**config.mk**
```make
export PLATFORM = sky130hd
export DESIGN_NAME = bcd_rtc
export DESIGN_NICKNAME = d
export VERILOG_FILES = /design/src/rtl/bcd_rtc_pkg.sv /design/src/rtl/bcd_rtc_prescaler.sv /design/src/rtl/bcd_rtc_calendar.sv /design/src/rtl/bcd_rtc_regs.sv /design/src/rtl/bcd_rtc.sv
export SDC_FILE = /design/constraint.sdc
export NUM_CORES = 1
export LEC_CHECK = 0
export BUFFER_PORTS_ARGS = -buffer_cell sky130_fd_sc_hd__buf_2
export CORE_MARGIN = 4
export CORE_UTILIZATION = 56
export CTS_CLUSTER_DIAMETER = 40
export DETAILED_ROUTE_END_ITERATION = 7
export PLACE_DENSITY = 0.78
export SLEW_MARGIN = 20
export SYNTH_ARGS = -nofsm -noshare
export SYNTH_HDL_FRONTEND = slang
export SYNTH_SLANG_ARGS = --single-unit
export TNS_END_PERCENT = 10
```
**constraint.sdc**
```tcl
create_clock -name clk -period 7.75 [get_ports clk]
set_input_delay 0.3875 -clock clk [delete_from_list [all_inputs] [get_ports clk]]
set_output_delay 0.3875 -clock clk [all_outputs]
set_load 0.02 [all_outputs]
```
**src/rtl/bcd_rtc_pkg.sv**
```systemverilog
package bcd_rtc_pkg;

   localparam int NUM_SLOTS = 8;
   localparam int CAL_W     = 5;

   typedef struct packed {
      logic [7:0] cen;
      logic [7:0] yr;
      logic [7:0] mon;
      logic [7:0] dat;
      logic [7:0] dow;
      logic [7:0] hr;
      logic [7:0] mn;
      logic [7:0] sc;
   } rtc_time_t;

   localparam rtc_time_t RTC_RST = '{cen: 8'h20, yr: 8'h00, mon: 8'h01, dat: 8'h01,
                                     dow: 8'h01, hr: 8'h00, mn: 8'h00, sc: 8'h00};

   // BCD increment that wraps to 'first' at or beyond 'last'
   function automatic logic [7:0] bcd_step(input logic [7:0] v, input logic [7:0] last,
                                           input logic [7:0] first);
      if (v >= last)            return first;
      else if (v[3:0] >= 4'h9)  return {v[7:4] + 4'h1, 4'h0};
      else                      return v + 8'h01;
   endfunction

   // BCD year divisible by four
   function automatic logic bcd_leap(input logic [7:0] y);
      case (y[3:0])
         4'h0, 4'h4, 4'h8: return ~y[4];
         4'h2, 4'h6:       return y[4];
         default:          return 1'b0;
      endcase
   endfunction

   function automatic logic [7:0] bcd_last_date(input logic [7:0] m, input logic [7:0] y);
      case (m)
         8'h02:                      return bcd_leap(y) ? 8'h29 : 8'h28;
         8'h04, 8'h06, 8'h09, 8'h11: return 8'h30;
         default:                    return 8'h31;
      endcase
   endfunction

endpackage

```
**src/rtl/bcd_rtc_prescaler.sv**
```systemverilog
module bcd_rtc_prescaler #(
   parameter int TICKS_PER_SEC = 64,
   parameter int CAL_W         = 5,
   parameter bit CAL_EN        = 1'b1
) (
   input  logic             clk,
   input  logic             rst_n,
   input  logic             tick_en,
   input  logic             restart,
   input  logic             trim_now,
   input  logic             trim_neg,
   input  logic [CAL_W-1:0] trim_mag,
   output logic             sec_pulse
);
   localparam int CNT_W = $clog2(TICKS_PER_SEC + (1 << CAL_W));
   localparam logic [CNT_W-1:0] BASE = CNT_W'(TICKS_PER_SEC - 1);

   initial begin
      assert (TICKS_PER_SEC > (1 << CAL_W))
         else $error("TICKS_PER_SEC must exceed the largest trim magnitude");
   end

   logic [CNT_W-1:0] cnt_q;
   logic [CNT_W-1:0] limit;

   generate
      if (CAL_EN) begin : g_trim
         always_comb begin
            if (!trim_now)     limit = BASE;
            else if (trim_neg) limit = BASE - CNT_W'(trim_mag);
            else               limit = BASE + CNT_W'(trim_mag);
         end
      end else begin : g_fixed
         assign limit = BASE;
      end
   endgenerate

   assign sec_pulse = tick_en && (cnt_q >= limit);

   always_ff @(posedge clk) begin
      if (!rst_n)          cnt_q <= '0;
      else if (restart)    cnt_q <= '0;
      else if (tick_en)    cnt_q <= sec_pulse ? '0 : cnt_q + 1'b1;
   end

   AST_PULSE_SPACED: assert property (@(posedge clk) disable iff (!rst_n)
      sec_pulse |=> !sec_pulse);
   AST_RESTART_QUIET: assert property (@(posedge clk) disable iff (!rst_n)
      restart |=> !sec_pulse);

endmodule

```
**src/rtl/bcd_rtc_calendar.sv**
```systemverilog
module bcd_rtc_calendar
   import bcd_rtc_pkg::*;
(
   input  logic      clk,
   input  logic      rst_n,
   input  logic      step,
   input  logic      load,
   input  rtc_time_t load_val,
   output rtc_time_t now_t,
   output rtc_time_t next_t
);
   logic       c_mn, c_hr, c_day, c_mon, c_yr, c_cen;
   logic [7:0] dlast;

   // full carry chain from seconds to century in one step
   always_comb begin
      next_t = now_t;
      dlast  = bcd_last_date(now_t.mon, now_t.yr);
      c_mn   = now_t.sc >= 8'h59;
      c_hr   = c_mn  && now_t.mn  >= 8'h59;
      c_day  = c_hr  && now_t.hr  >= 8'h23;
      c_mon  = c_day && now_t.dat >= dlast;
      c_yr   = c_mon && now_t.mon >= 8'h12;
      c_cen  = c_yr  && now_t.yr  >= 8'h99;
      next_t.sc = bcd_step(now_t.sc, 8'h59, 8'h00);
      if (c_mn)  next_t.mn  = bcd_step(now_t.mn, 8'h59, 8'h00);
      if (c_hr)  next_t.hr  = bcd_step(now_t.hr, 8'h23, 8'h00);
      if (c_day) begin
         next_t.dow = bcd_step(now_t.dow, 8'h07, 8'h01);
         next_t.dat = bcd_step(now_t.dat, dlast, 8'h01);
      end
      if (c_mon) next_t.mon = bcd_step(now_t.mon, 8'h12, 8'h01);
      if (c_yr)  next_t.yr  = bcd_step(now_t.yr, 8'h99, 8'h00);
      if (c_cen) next_t.cen = bcd_step(now_t.cen, 8'h99, 8'h00);
   end

   always_ff @(posedge clk) begin
      if (!rst_n)     now_t <= RTC_RST;
      else if (load)  now_t <= load_val;
      else if (step)  now_t <= next_t;
   end

   AST_IDLE_STABLE: assert property (@(posedge clk) disable iff (!rst_n)
      !step && !load |=> $stable(now_t));
   AST_LOAD_TAKEN: assert property (@(posedge clk) disable iff (!rst_n)
      load |=> now_t == $past(load_val));
   AST_MIDNIGHT: assert property (@(posedge clk) disable iff (!rst_n)
      step && !load && now_t.hr == 8'h23 && now_t.mn == 8'h59 && now_t.sc == 8'h59
      |=> now_t.hr == 8'h00 && now_t.dow != $past(now_t.dow));

endmodule

```
**src/rtl/bcd_rtc_regs.sv**
```systemverilog
module bcd_rtc_regs
   import bcd_rtc_pkg::*;
#(
   parameter int ADDR_W = 15
) (
   input  logic              clk,
   input  logic              rst_n,
   input  logic              bus_sel,
   input  logic              bus_we,
   input  logic [ADDR_W-1:0] bus_addr,
   input  logic [7:0]        bus_wdata,
   output logic [7:0]        bus_rdata,
   input  logic              step,
   input  rtc_time_t         next_t,
   output rtc_time_t         hold_t,
   output logic              load,
   output logic              trim_neg,
   output logic [CAL_W-1:0]  trim_mag
);
   localparam logic [3:0] CTRL_OFS = 4'h8;
   localparam logic [3:0] CEN_OFS  = 4'h1;
   localparam logic [3:0] SEC_OFS  = 4'h9;
   localparam logic [8*NUM_SLOTS-1:0] RST_V = RTC_RST;

   initial begin
      assert (ADDR_W >= 5) else $error("ADDR_W too small for the register window");
   end

   logic                   in_win, wr, freeze, ctrl_hit;
   logic [3:0]             ofs;
   logic [7:0]             ctrl_q;
   logic [NUM_SLOTS-1:0]   hit;
   logic [8*NUM_SLOTS-1:0] hold_v;

   assign in_win   = &bus_addr[ADDR_W-1:4];
   assign ofs      = bus_addr[3:0];
   assign wr       = bus_sel && bus_we && in_win;
   assign ctrl_hit = in_win && ofs == CTRL_OFS;
   assign freeze   = ctrl_q[7] | ctrl_q[6];

   generate
      for (genvar i = 0; i < NUM_SLOTS; i++) begin : g_slot
         localparam logic [3:0] OFS = (i == NUM_SLOTS - 1) ? CEN_OFS : 4'(SEC_OFS + i);
         logic [7:0] byte_q;
         assign hit[i] = in_win && ofs == OFS;
         always_ff @(posedge clk) begin
            if (!rst_n)                 byte_q <= RST_V[i*8 +: 8];
            else if (wr && hit[i])      byte_q <= bus_wdata;
            else if (step && !freeze)   byte_q <= next_t[i*8 +: 8];
         end
         assign hold_v[i*8 +: 8] = byte_q;
      end
   endgenerate

   always_ff @(posedge clk) begin
      if (!rst_n)               ctrl_q <= '0;
      else if (wr && ctrl_hit)  ctrl_q <= bus_wdata;
   end

   assign load     = wr && ctrl_hit && ctrl_q[7] && !bus_wdata[7];
   assign hold_t   = rtc_time_t'(hold_v);
   assign trim_neg = ctrl_q[5];
   assign trim_mag = ctrl_q[CAL_W-1:0];

   always_comb begin
      bus_rdata = 8'h00;
      if (bus_sel && !bus_we) begin
         if (ctrl_hit) bus_rdata = ctrl_q;
         for (int k = 0; k < NUM_SLOTS; k++)
            if (hit[k]) bus_rdata = hold_v[k*8 +: 8];
      end
   end

   AST_FROZEN_HOLD: assert property (@(posedge clk) disable iff (!rst_n)
      freeze && !wr |=> $stable(hold_v));
   AST_REFRESH_COPY: assert property (@(posedge clk) disable iff (!rst_n)
      step && !freeze && !wr |=> hold_v == $past(next_t));

endmodule

```
**src/rtl/bcd_rtc.sv**
```systemverilog
module bcd_rtc
   import bcd_rtc_pkg::*;
#(
   parameter int ADDR_W        = 15,
   parameter int TICKS_PER_SEC = 64,
   parameter bit CAL_EN        = 1'b1
) (
   input  logic              clk,
   input  logic              rst_n,
   input  logic              tick_en,
   input  logic              bus_sel,
   input  logic              bus_we,
   input  logic [ADDR_W-1:0] bus_addr,
   input  logic [7:0]        bus_wdata,
   output logic [7:0]        bus_rdata
);
   rtc_time_t        now_t, next_t, hold_t;
   logic             sec_pulse, load, trim_neg;
   logic [CAL_W-1:0] trim_mag;

   bcd_rtc_prescaler #(
      .TICKS_PER_SEC (TICKS_PER_SEC),
      .CAL_W         (CAL_W),
      .CAL_EN        (CAL_EN)
   ) u_presc (
      .clk       (clk),
      .rst_n     (rst_n),
      .tick_en   (tick_en),
      .restart   (load),
      .trim_now  (now_t.sc == 8'h59),
      .trim_neg  (trim_neg),
      .trim_mag  (trim_mag),
      .sec_pulse (sec_pulse)
   );

   bcd_rtc_calendar u_cal (
      .clk      (clk),
      .rst_n    (rst_n),
      .step     (sec_pulse),
      .load     (load),
      .load_val (hold_t),
      .now_t    (now_t),
      .next_t   (next_t)
   );

   bcd_rtc_regs #(
      .ADDR_W (ADDR_W)
   ) u_regs (
      .clk       (clk),
      .rst_n     (rst_n),
      .bus_sel   (bus_sel),
      .bus_we    (bus_we),
      .bus_addr  (bus_addr),
      .bus_wdata (bus_wdata),
      .bus_rdata (bus_rdata),
      .step      (sec_pulse),
      .next_t    (next_t),
      .hold_t    (hold_t),
      .load      (load),
      .trim_neg  (trim_neg),
      .trim_mag  (trim_mag)
   );

endmodule

```
==> run summary <==
Slew @ Worst Pin = 1179 ps
Critical path origin = u_cal.now_t[4]
CTS H-tree lvls = 4
Max_cap viols = 0
Clk buf depth = 2
Worst path slowest cell = and2_2
Initial core utilization = 0.5709
Vias per cell = 6.776
Switching fraction of total power = 0.2279
Tmin final = 3851 ps
Synth top area share = 0.3034
Unrepaired setup endpoints after global routing = false
Leakage = 3.704 nW
Die Height = 137.8 µm
FF+latch count, synth = 143
Fin util = 0.6197
Vias in the first global route = 9,055
Crit-path max cell delay = 540 ps
DRC viols = 0
Final hold slack = 297.2 ps
Seq pwr share = 0.447
Outcome = complete, no violations
Clk pwr share = 0.516
Largest fanout on the critical path = 33
Slew Viols, Final = 0
CTS resizes = 0
Maximum VDD drop = 0.1783 mV
Worst hold path type = in -> reg
# clock sinks = 143
Hold-fix buffers, CTS = 0
Warnings from Yosys = 0
Tcrit/Tclk final = 0.4968
Sequential element share of the synthesized area = 0.3034
Synth cell types = 72
Core footprint = 16,520 µm²
TritonCTS Buffers = 17
Layout overhead on the synthesized area = 8.555%
GRT Resource Usage Total = 0.3141
Die Wd = 137.8 µm
Setup bufs post-CTS = 0
Root buffer cell = clkbuf_16
Post-synth EDFFs = 0
CTS tree = done
Fin Setup TNS = 0 ps
Crit path DAT = 4210 ps
Async SR Flop Fraction = 0
First-pass GRT wire length = 47.01 mm
Top FF cell, synth = dfxtp_1
Avg WL per Cell = 20.45 µm
Syn_area_per_cell = 7.651 µm²
# IOs = 36
Critical path cell sequence = ha_1 -> and3_4 -> nand3_1 -> a211o_1 -> ha_1 -> o21a_1 -> o21ai_0 -> nor3_1 -> and2_2 -> buf_4 -> nor2_1 -> or3_1 -> a21oi_1
Largest cells by area after synthesis = dfxtp_1 30%, ha_1 7.6%, a21oi_1 5.7%
Comb power frac = 0.037
Final net count = 1,300
P_int = 0.001273 W
Final WL = 29.59 mm
Syn_nets = 1,318
Area leader, netlist = dfxtp_1
Total Power Consumption = 0.001649 W
Vias = 9,805
HP Start = tick_en
Clock Skew = 9.630 ps
Detailed Route Iter0 Violations = 1,291
Worst relative slew slack = 0.2122
NetSw = 0.0003759 W
Skew-Pair Late Insertion Delay = 430 ps
Mapped cell area = 9434 µm²
Share of layout cells above drive strength 1 = 0.08883
Post-Synthesis Cells = 1,233
HPWL after DPL = 20.06 mm
Fin. Hold Viols = 0
Crit-path most repeated cell = ha_1
Pin count of the biggest net entering global routing = 78
Worst Setup End Kind = register
Final ANT Viol Nets = 0
Port buffer count = 35
Rows = 47
Power density cells = 161.0 nW/µm²
Final setup violation count = 0
Pre-antenna DRT Iters = 6
Startpoint Class = register
Clock transition at path regs = 60 ps
Worst EP required = 8110 ps
Final Wtd Congestion = 0.9654
WS Path Type = reg -> reg
Worst R2R Start = u_cal.now_t[4]
Initial antenna violation count = 0
Maximum clock rate = 0.2597 GHz
Ant diodes = 0
Full die area = 18,990 µm²
Grt total ovfl = 0
[cell families (layout without fill, tap and decap cells)]
family	count (synthesis)	after routing	share of synthesized area
AND/OR/NAND/NOR	471	471	0.2386
AO/OA/AOI/OAI	370	370	0.2477
flip-flops	143	143	0.3034
buffers and inverters	126	120	0.05358
adder cells (fa/ha/maj)	57	57	0.07560
multiplexers	50	50	0.06618
XOR/XNOR	16	16	0.01485
[layout make-up]
| class | instances | area (µm²) |
|---|---|---|
| inverter | 43 | 161.4 |
| sequential | 143 | 2863 |
| clock inverter | 10 | 137.6 |
| fill | 1415 | 6284 |
| multi-input combinational | 964 | 6086 |
| tap | 220 | 275.3 |
| clock buffer | 21 | 460.4 |
| timing repair buffer | 46 | 257.7 |
[worst max-delay path, delay by kind of cell, from the launching register on]
family	cells	cell delay, ps
AOI/OAI and AO/OA	4	740
adders and majority gates	2	450
buffers and inverters	1	450
DFF	1	390
and+or+nand+nor	6	1710
[sequential cells by signal, indices dropped and copies added, names as in the netlist]
register,count
u_presc.cnt_q,7
u_regs.ctrl_q,8
u_regs.g_slot.byte_q,64
u_cal.now_t,64
[Yosys cell counts (all sizes together), types with 10 or more instances]
cell / count
buf: 26
o32ai: 10
o22ai: 17
o21ai: 88
nor4: 11
nor2b: 12
inv: 42
or3: 17
nor2: 142
mux2i: 32
clkbuf: 57
dfxtp: 143
nand3: 61
o21a: 10
nor3: 37
a21oi: 107
and3: 20
a31oi: 21
ha: 57
o211ai: 20
nand2: 113
a211oi: 29
nand4: 22
[cell usage in the layout (no fill, tap or decap), types with 9 or more instances in the layout]
| cell type | count |
|---|---|
| or3_1 | 17 |
| a21oi_1 | 107 |
| ha_1 | 57 |
| o32ai_1 | 9 |
| mux2_2 | 9 |
| o211ai_1 | 20 |
| inv_1 | 42 |
| nor3_1 | 37 |
| clkbuf_16 | 17 |
| nand4_1 | 22 |
| mux4_2 | 9 |
| xnor2_1 | 9 |
| nor4_1 | 10 |
| nor2b_1 | 11 |
| nand2_1 | 112 |
| a211oi_1 | 29 |
| and3_1 | 19 |
| nor2_1 | 142 |
| o22ai_1 | 17 |
| o21ai_0 | 84 |
| mux2i_1 | 32 |
| o21a_1 | 10 |
| buf_2 | 35 |
| a31oi_1 | 21 |
| nand3_1 | 60 |
| buf_4 | 11 |
| dfxtp_1 | 143 |
[power groups by stage]
| stage | Sequential [W] | Clock [W] | Combinational (W) |
|---|---|---|---|
| after floorplan | 0.000753 | 0 | 0.0000351 |
| after global placement | 0.000754 | 0 | 0.0000582 |
| after detailed placement | 0.000754 | 0 | 0.0000588 |
| after CTS | 0.000737 | 0.000849 | 0.0000589 |
| after global routing | 0.000737 | 0.000884 | 0.0000644 |
| final | 0.000737 | 0.000850 | 0.0000611 |
[per-layer routing]
layer | vias up | share of wire | GRT usage
li1 | 4501 | - | -
met4 | 0 | 0.032 | 0.1268
met3 | 95 | 0.097 | 0.05771
met1 | 4615 | 0.42 | 0.4271
met2 | 594 | 0.45 | 0.4927
met5 | - | 0 | 0
[path summary, 6_finish.rpt]
kind	to	slack, ps	cells past startpoint
worst max-delay path	u_regs.g_slot[1].byte_q[0]	3900	13
worst min-delay path	u_presc.cnt_q[0]	300	3
worst max register to register	u_regs.g_slot[1].byte_q[0]	3900	13
worst min register to register	u_cal.now_t[31]	480	2
[through the flow]
step	cell area [µm²]	setup WS [ps]	std cells
after detailed placement	9637	4005	1416
after floorplan	9434	4720	1233
after global routing	10240	3546	1447
after global placement	9637	4131	1416
after CTS	10230	3993	1447
final	10240	3899	1447
Power figures use the tool's default switching activity.
